### src/rtl/bat_pkg.sv
package bat_pkg;

    localparam int EA_W    = 32;
    localparam int PG_LSB  = 12;

    typedef struct packed {
        logic [EA_W-1:0] upper;
        logic [EA_W-1:0] lower;
    } bat_ent_t;

    typedef struct packed {
        logic            hit;
        logic            miss;
        logic            perr;
        logic            rd;
        logic            wr;
        logic [EA_W-1:0] paddr;
    } bat_rsp_t;

    // block-length mask, aligned to address bits [27:17]
    function automatic logic [10:0] blk_mask(input logic [EA_W-1:0] up);
        return up[12:2];
    endfunction

    function automatic logic ea_match(input bat_ent_t e, input logic [EA_W-1:0] ea);
        return (ea[31:28] == e.upper[31:28]) &&
               ((ea[27:17] & ~blk_mask(e.upper)) == e.upper[27:17]);
    endfunction

    function automatic logic ent_usable(input bat_ent_t e, input logic user);
        return user ? e.upper[0] : e.upper[1];
    endfunction

    function automatic logic [EA_W-1:0] blk_paddr(input bat_ent_t e, input logic [EA_W-1:0] ea);
        return {e.lower[31:28],
                (ea[27:17] & blk_mask(e.upper)) | e.lower[27:17],
                ea[16:12],
                {PG_LSB{1'b0}}};
    endfunction

endpackage

### src/rtl/bat_regs.sv
module bat_regs
    import bat_pkg::*;
#(
    parameter int NUM_ENT = 4,
    parameter int IDX_W   = 2
) (
    input  logic                 clk,
    input  logic                 rst,
    input  logic                 wr_en,
    input  logic                 wr_code,
    input  logic [IDX_W-1:0]     wr_idx,
    input  logic                 wr_upper,
    input  logic [EA_W-1:0]      wr_data,
    input  logic                 rd_code,
    output bat_ent_t             ent_o [NUM_ENT]
);

    bat_ent_t code_q [NUM_ENT];
    bat_ent_t data_q [NUM_ENT];

    generate
        for (genvar g = 0; g < NUM_ENT; g++) begin : g_ent
            logic hit_idx;
            assign hit_idx = wr_en && (wr_idx == IDX_W'(g));

            always_ff @(posedge clk) begin
                if (rst) begin
                    code_q[g] <= '0;
                    data_q[g] <= '0;
                end else if (hit_idx) begin
                    if (wr_code) begin
                        if (wr_upper) code_q[g].upper <= wr_data;
                        else          code_q[g].lower <= wr_data;
                    end else begin
                        if (wr_upper) data_q[g].upper <= wr_data;
                        else          data_q[g].lower <= wr_data;
                    end
                end
            end

            assign ent_o[g] = rd_code ? code_q[g] : data_q[g];
        end
    endgenerate

endmodule

### src/rtl/bat_match.sv
module bat_match
    import bat_pkg::*;
(
    input  bat_ent_t         ent,
    input  logic [EA_W-1:0]  ea,
    input  logic             user,
    output logic             sel,
    output logic [EA_W-1:0]  paddr,
    output logic             rd_ok,
    output logic             wr_ok
);

    logic unused_bits;
    assign unused_bits = ^{ent.upper[16:13], ent.lower[16:2], ea[11:0]};

    assign sel   = ea_match(ent, ea) && ent_usable(ent, user);
    assign paddr = blk_paddr(ent, ea);
    assign wr_ok = ent.lower[1];
    assign rd_ok = ent.lower[1] | ent.lower[0];

endmodule

### src/rtl/bat_pick.sv
module bat_pick #(
    parameter int NUM_ENT = 4,
    parameter int IDX_W   = 2
) (
    input  logic [NUM_ENT-1:0] req,
    output logic               any,
    output logic [IDX_W-1:0]   idx
);

    always_comb begin
        any = |req;
        idx = '0;
        for (int i = NUM_ENT - 1; i >= 0; i--) begin
            if (req[i]) idx = IDX_W'(i);
        end
    end

endmodule

### src/rtl/bat_xlate.sv
module bat_xlate
    import bat_pkg::*;
#(
    parameter int NUM_ENT = 4,
    parameter int IDX_W   = (NUM_ENT > 1) ? $clog2(NUM_ENT) : 1
) (
    input  logic              clk,
    input  logic              rst,
    input  logic              cfg_wr_en,
    input  logic              cfg_wr_code,
    input  logic [IDX_W-1:0]  cfg_wr_idx,
    input  logic              cfg_wr_upper,
    input  logic [31:0]       cfg_wr_data,
    input  logic              req_valid,
    input  logic [31:0]       req_ea,
    input  logic              req_code,
    input  logic              req_write,
    input  logic              req_user,
    input  logic              xlate_code_en,
    input  logic              xlate_data_en,
    output logic              rsp_valid,
    output logic              rsp_hit,
    output logic              rsp_miss,
    output logic              rsp_prot_err,
    output logic              rsp_rd,
    output logic              rsp_wr,
    output logic [31:0]       rsp_paddr
);

    bat_ent_t           ents  [NUM_ENT];
    logic [EA_W-1:0]    pa    [NUM_ENT];
    logic [NUM_ENT-1:0] sel, rdok, wrok;
    logic               any;
    logic [IDX_W-1:0]   win;
    logic               xl_en, allowed;
    bat_rsp_t           nxt, rsp_q;
    logic               vld_q;

    bat_regs #(.NUM_ENT(NUM_ENT), .IDX_W(IDX_W)) u_regs (
        .clk      (clk),
        .rst      (rst),
        .wr_en    (cfg_wr_en),
        .wr_code  (cfg_wr_code),
        .wr_idx   (cfg_wr_idx),
        .wr_upper (cfg_wr_upper),
        .wr_data  (cfg_wr_data),
        .rd_code  (req_code),
        .ent_o    (ents)
    );

    generate
        for (genvar g = 0; g < NUM_ENT; g++) begin : g_cmp
            bat_match u_match (
                .ent   (ents[g]),
                .ea    (req_ea),
                .user  (req_user),
                .sel   (sel[g]),
                .paddr (pa[g]),
                .rd_ok (rdok[g]),
                .wr_ok (wrok[g])
            );
        end
    endgenerate

    bat_pick #(.NUM_ENT(NUM_ENT), .IDX_W(IDX_W)) u_pick (
        .req (sel),
        .any (any),
        .idx (win)
    );

    assign xl_en   = req_code ? xlate_code_en : xlate_data_en;
    assign allowed = req_write ? wrok[win] : rdok[win];

    always_comb begin
        nxt = '0;
        if (!xl_en) begin
            nxt.hit   = 1'b1;
            nxt.rd    = 1'b1;
            nxt.wr    = 1'b1;
            nxt.paddr = {req_ea[31:PG_LSB], {PG_LSB{1'b0}}};
        end else if (any) begin
            if (allowed) begin
                nxt.hit   = 1'b1;
                nxt.rd    = rdok[win];
                nxt.wr    = wrok[win];
                nxt.paddr = pa[win];
            end else begin
                nxt.perr  = 1'b1;
            end
        end else begin
            nxt.miss = 1'b1;
        end
    end

    always_ff @(posedge clk) begin
        if (rst) begin
            vld_q <= 1'b0;
            rsp_q <= '0;
        end else begin
            vld_q <= req_valid;
            rsp_q <= req_valid ? nxt : '0;
        end
    end

    assign rsp_valid    = vld_q;
    assign rsp_hit      = rsp_q.hit;
    assign rsp_miss     = rsp_q.miss;
    assign rsp_prot_err = rsp_q.perr;
    assign rsp_rd       = rsp_q.rd;
    assign rsp_wr       = rsp_q.wr;
    assign rsp_paddr    = rsp_q.paddr;

    AST_RSP_AFTER_REQ: assert property (@(posedge clk) disable iff (rst) req_valid |=> rsp_valid);
    AST_NO_RSP_IDLE: assert property (@(posedge clk) disable iff (rst) !req_valid |=> !rsp_valid && !rsp_hit && !rsp_miss && !rsp_prot_err);
    AST_ONE_OUTCOME: assert property (@(posedge clk) disable iff (rst) rsp_valid |-> $countones({rsp_hit, rsp_miss, rsp_prot_err}) == 1);
    AST_BYPASS_PAGE: assert property (@(posedge clk) disable iff (rst) (req_valid && !(req_code ? xlate_code_en : xlate_data_en)) |=> rsp_hit && rsp_rd && rsp_wr && rsp_paddr == {$past(req_ea[31:12]), 12'h000});
    AST_WRITE_RIGHTS: assert property (@(posedge clk) disable iff (rst) (rsp_valid && rsp_hit && $past(req_write)) |-> rsp_wr);
    AST_MISS_QUIET: assert property (@(posedge clk) disable iff (rst) (rsp_valid && rsp_miss) |-> (rsp_paddr == 32'h0 && !rsp_rd && !rsp_wr));
    AST_PAGE_ALIGNED: assert property (@(posedge clk) disable iff (rst) rsp_valid |-> rsp_paddr[11:0] == 12'h000);

endmodule

### config.mk
export PLATFORM = sky130hd
export DESIGN_NAME = bat_xlate
export DESIGN_NICKNAME = d
export VERILOG_FILES = /design/src/rtl/bat_pkg.sv /design/src/rtl/bat_regs.sv /design/src/rtl/bat_match.sv /design/src/rtl/bat_pick.sv /design/src/rtl/bat_xlate.sv
export SDC_FILE = /design/constraint.sdc
export NUM_CORES = 1
export LEC_CHECK = 0
export CORE_UTILIZATION = 47
export CTS_BUF_LIST = sky130_fd_sc_hd__clkbuf_16
export CTS_CLUSTER_DIAMETER = 200
export DETAILED_ROUTE_END_ITERATION = 6
export GPL_TIMING_DRIVEN = 0
export PLACE_DENSITY = 0.77
export SYNTH_ARGS = -nofsm -noshare
export SYNTH_HDL_FRONTEND = slang
export SYNTH_SLANG_ARGS = --single-unit
### constraint.sdc
create_clock -name clk -period 4.2 [get_ports clk]
set_clock_uncertainty 0.2 [all_clocks]
set_input_delay 0.42 -clock clk [delete_from_list [all_inputs] [get_ports clk]]
set_output_delay 0.42 -clock clk [all_outputs]
set_load 0.02 [all_outputs]
==> insert_results.sql <==
INSERT INTO impl_metrics (metric_group, metric, value, unit) VALUES
('synthesis', 'synthesis.yosys.warnings', '0', ''),
('sta', 'slew_headroom', '0.0537', ''),
('die', 'die-height', '200', 'um'),
('critical_path', 'worstPathCellList', 'buf_6 > buf_6 > buf_4 > buf_2 > buf_2 > mux2_2 > nor2_1 > clkbuf_1 > nand2_1 > o31ai_1', ''),
('clock_tree', 'cts-root-buf', 'sky130_fd_sc_hd__clkbuf_16', ''),
('power', 'clockPowerShare', '0.376', ''),
('global_routing', 'grt_pass1_vias', '13776', ''),
('synthesis', 'yosys_most_used_dff', 'sky130_fd_sc_hd__edfxtp_1', ''),
('clock_tree', 'cts-htree-levels', '2', ''),
('place', 'dp_hpwl', '49800', 'um'),
('sta', 'hold_violations', '0', ''),
('routing', 'post-route-drc-count', '0', ''),
('critical_path', 'worst-endpoint-required', '4440', 'ps'),
('sta', 'max_clock_freq', '233', 'MHz'),
('global_routing', 'globalRoute.totalOverflow', '0', ''),
('critical_path', 'path_max_fanout', '10', ''),
('finish', 'final_util', '0.561', ''),
('routing', 'dr.first_iter.drc_count', '2548', ''),
('power', 'power.density_cell_area', '401', 'mW/mm^2'),
('critical_path', 'timing.critical_path.max_delay_family', 'buffers and inverters', ''),
('clock_tree', 'numCtsBuffers', '41', ''),
('routing', 'finalWirelength', '69300', 'um'),
('synthesis', 'synth_enable_flop_cells', '360', ''),
('job', 'drv_cap', '0', ''),
('sta', 'setup-tns-final', '-286', 'ps'),
('critical_path', 'r2r_setup_slk', '70', 'ps'),
('power', 'seq_power_share', '0.521', ''),
('finish', 'seq_area', '0.0113', 'mm^2'),
('finish', 'finish.net_count', '1784', ''),
('power', 'internal_power', '6470', 'uW'),
('sta', 'grt_setup_unrepaired', 'false', ''),
('synthesis', 'synth_cell_type_count', '64', ''),
('routing', 'wl_cell', '30.7', 'um'),
('clock_tree', 'cts_tree', 'done', ''),
('critical_path', 'critPathLaunchType', 'input pin', ''),
('place', 'io_buffers', '78', ''),
('clock_tree', 'tritoncts_sinks', '386', ''),
('global_routing', 'grt_pass1_wl', '95800', 'um'),
('sta', 'finalSetupViolations', '4', ''),
('finish', 'fraction_of_layout_instances_using_a_drive_strength_above_1', '0.0944', ''),
('outcome', 'failed_checks', 'setup timing', ''),
('synthesis', 'sequential_to_total_area_share_from_yosys_stat', '0.613', ''),
('power', 'worst_ir_drop_on_vdd', '0.000276', 'V'),
('global_routing', 'grt_util_all_layers', '0.339', ''),
('synthesis', 'synth_seq_cells', '386', ''),
('sta', 'setup_slack', '-97.6', 'ps'),
('finish', 'fill_cells', '3218', ''),
('worst_hold_path', 'min-delay-path-class', 'input pin to register', ''),
('power', 'power.share.combinational', '0.103', ''),
('critical_path', 'cp_slowest_stage_delay', '1090', 'ps'),
('finish', 'flow.area_growth_from_synthesis', '17.6', '%'),
('critical_path', 'type_of_the_worst_setup_path', 'input pin to register', ''),
('global_routing', 'maximum_number_of_pins_on_one_net_before_global_route_repair', '26', ''),
('sta', 'worstMarginPinSlew', '1410', 'ps'),
('critical_path', 'worst_path_max_delay_cell', 'sky130_fd_sc_hd__nor2_1', ''),
('die', 'fp-row-count', '72', ''),
('sta', 'post-route-period-util', '1.02', ''),
('finish', 'multiInputGateArea', '0.00678', 'mm^2'),
('critical_path', 'worst_ep_arrival_time', '4530', 'ps'),
('power', 'power.static_leakage', '0.00752', 'uW'),
('outcome', 'outcome', 'finished with violations', ''),
('critical_path', 'crit_buf_inv', '6', ''),
('synthesis', 'mappedNetlistArea', '0.0185', 'mm^2'),
('place', 'gpl.final_weighted_congestion', '1.03', ''),
('clock_tree', 'clkSlewWorstSetupHoldPaths', '60', 'ps'),
('clock_tree', 'clock_path_buffers', '3', ''),
('sta', 'drv_slew', '0', ''),
('power', 'swShare', '0.258', ''),
('die', 'total_die_area', '0.0401', 'mm^2'),
('die', 'fp.coreArea', '0.0387', 'mm^2'),
('routing', 'antenna_violating_nets_post_route', '0', ''),
('critical_path', 'end_kind', 'register', ''),
('global_routing', 'antenna_found_initial', '1', ''),
('synthesis', 'synth_cells', '1557', ''),
('die', 'pin_count', '115', ''),
('synthesis', 'synth.avg_cell_area', '11.9', 'um^2'),
('sta', 'fin_crit', '4300', 'ps'),
('die', 'initial_utilization', '0.477', ''),
('routing', 'vias_per_cell', '6.52', ''),
('synthesis', 'asyncSetResetFlopFracSynth', '0', ''),
('die', 'die_w', '200', 'um'),
('routing', 'first_pass_iters', '6', ''),
('power', 'power.net_switching', '2250', 'uW'),
('routing', 'num_vias', '14713', ''),
('clock_tree', 'clock_latency_late_sink', '570', 'ps');
==> cells by family after synthesis <==
kind of cell,after synthesis,synth area share
buf+inv,135,0.0340
xor+xnor,15,0.00711
simple gates,602,0.193
other cells,1,0.000203
flops,386,0.613
mux,35,0.0194
compound gates,383,0.133
==> registers in the layout, summed over array words and instances, names as in the netlist <==
signal	count
rsp_valid	1
u_regs.data_q	180
rsp_prot_err	1
u_regs.code_q	180
rsp_miss	1
rsp_paddr	20
rsp_wr	1
rsp_rd	1
rsp_hit	1
==> what timing repair did <==
| item | in CTS | in global routing |
|---|---|---|
| resized for setup | 16 | 19 |
| endpoints found under the setup margin | 23 | 21 |
| pin swaps | 1 | 2 |
| setup buffers | 1 | 3 |
| hold buffers | 0 | 0 |
==> worst paths after layout <==
kind                                   end                               start  depth (start not counted)
setup / recovery  rsp_paddr[19]$_SDFF_PP0_                            req_code                         10
hold / removal    rsp_paddr[30]$_SDFF_PP0_                          req_ea[30]                          3
setup reg to reg  rsp_paddr[26]$_SDFF_PP0_  u_regs.code_q[0][33]$_SDFFCE_PN0P_                         12
hold reg to reg   rsp_paddr[28]$_SDFF_PP0_  u_regs.code_q[3][28]$_SDFFCE_PN0P_                          3
==> power groups by stage <==
stage          Sequential [uW]  Combinational [uW]  Clock [uW]
2_1_floorplan             4590                 404           0
3_3_place_gp              4630                 774           0
3_5_place_dp              4620                 848           0
4_1_cts                   4540                 857        3260
5_1_grt                   4560                 915        3400
6_report                  4550                 898        3280
==> worst register-to-register path, cell delays in order (launching register included) <==
cell and delay, ps:
sky130_fd_sc_hd__edfxtp_1 340, sky130_fd_sc_hd__mux2i_1 300, sky130_fd_sc_hd__a221oi_1 570, sky130_fd_sc_hd__nand4_1 160
sky130_fd_sc_hd__o21ai_0 160, sky130_fd_sc_hd__nand3_1 110, sky130_fd_sc_hd__or4_1 660, sky130_fd_sc_hd__clkbuf_1 260
sky130_fd_sc_hd__nand2_2 270, sky130_fd_sc_hd__and3_4 270, sky130_fd_sc_hd__o31ai_4 90, sky130_fd_sc_hd__buf_12 170
sky130_fd_sc_hd__o31ai_1 430
==> cell type report <==
type	count	area share
repair buffers	98	0.0536
inverters	21	0.00409
plain buffers	112	0.0254
multi-input cells	1047	0.312
clock inverters	32	0.00650
well taps	518	0.0298
diodes	3	0.000345
clock buffers	41	0.0472
flip-flops and latches	386	0.521
==> routing by layer <==
layer | GRT usage | share of wire
met1 | 0.459 | 0.37
met2 | 0.498 | 0.43
met3 | 0.0814 | 0.14
met4 | 0.194 | 0.064
met5 | 0 | 0
==> metrics by stage <==
step | worst slack (ps) | power (uW) | std cells | hold WS [ps] | instance area [um^2]
6_report | -97.6 | 8720 | 2258 | 49.2 | 21700
5_1_grt | 14.2 | 8870 | 2255 | 36.6 | 21700
4_1_cts | 10.2 | 8650 | 2253 | 30.2 | 21700
3_5_place_dp | -1150 | 5460 | 2180 | 460 | 20400
3_3_place_gp | -2200 | 5400 | 2164 | 458 | 20000
2_1_floorplan | 471 | 5000 | 1568 | 336 | 18500
==> layout by cell type, fill, tap and decap left out, types with 9 or more instances in the layout <==
master / count
sky130_fd_sc_hd__conb_1: 12
sky130_fd_sc_hd__a221oi_1: 9
sky130_fd_sc_hd__buf_4: 19
sky130_fd_sc_hd__a21oi_1: 104
sky130_fd_sc_hd__nor3b_1: 18
sky130_fd_sc_hd__buf_12: 9
sky130_fd_sc_hd__o2111ai_1: 12
sky130_fd_sc_hd__o211ai_1: 16
sky130_fd_sc_hd__dfxtp_1: 26
sky130_fd_sc_hd__nor2_1: 45
sky130_fd_sc_hd__nand3_1: 13
sky130_fd_sc_hd__clkbuf_16: 41
sky130_fd_sc_hd__nand4_1: 21
sky130_fd_sc_hd__xor2_1: 12
sky130_fd_sc_hd__clkdlybuf4s50_1: 76
sky130_fd_sc_hd__inv_1: 30
sky130_fd_sc_hd__clkinv_1: 10
sky130_fd_sc_hd__nand2_1: 45
sky130_fd_sc_hd__edfxtp_1: 360
sky130_fd_sc_hd__a211o_1: 11
sky130_fd_sc_hd__buf_2: 10
sky130_fd_sc_hd__o21ai_1: 23
sky130_fd_sc_hd__mux2i_1: 28
sky130_fd_sc_hd__and2_1: 360
sky130_fd_sc_hd__nand2b_1: 20
sky130_fd_sc_hd__a211oi_1: 70
sky130_fd_sc_hd__clkbuf_1: 69
sky130_fd_sc_hd__o21ai_0: 79
sky130_fd_sc_hd__nor3_1: 43
==> cells in the mapped netlist, drive strengths merged (6+ instances only) <==
| library cell | instances | area, um^2 |
|---|---|---|
| and2 | 360 | 2250 |
| edfxtp | 360 | 10800 |
| o21ai | 116 | 581 |
| a21oi | 105 | 529 |
| clkbuf | 76 | 285 |
| a211oi | 71 | 538 |
| nand2 | 46 | 173 |
| nor2 | 46 | 175 |
| nor3 | 44 | 225 |
| buf | 38 | 263 |
| mux2i | 28 | 280 |
| dfxtp | 26 | 521 |
| inv | 21 | 81.3 |
| nand4 | 21 | 131 |
| nand2b | 20 | 125 |
| nor3b | 18 | 135 |
| o211ai | 17 | 133 |
| nand3 | 13 | 65.1 |
| o2111ai | 13 | 131 |
| o31ai | 13 | 125 |
| xor2 | 12 | 105 |
| a211o | 11 | 96.3 |
| a221oi | 9 | 78.8 |
| a31o | 7 | 61.3 |
| and3 | 7 | 53.8 |
| mux2 | 7 | 78.8 |
| nor4 | 6 | 58.8 |
No activity file was read; power rests on OpenSTA's default activity.
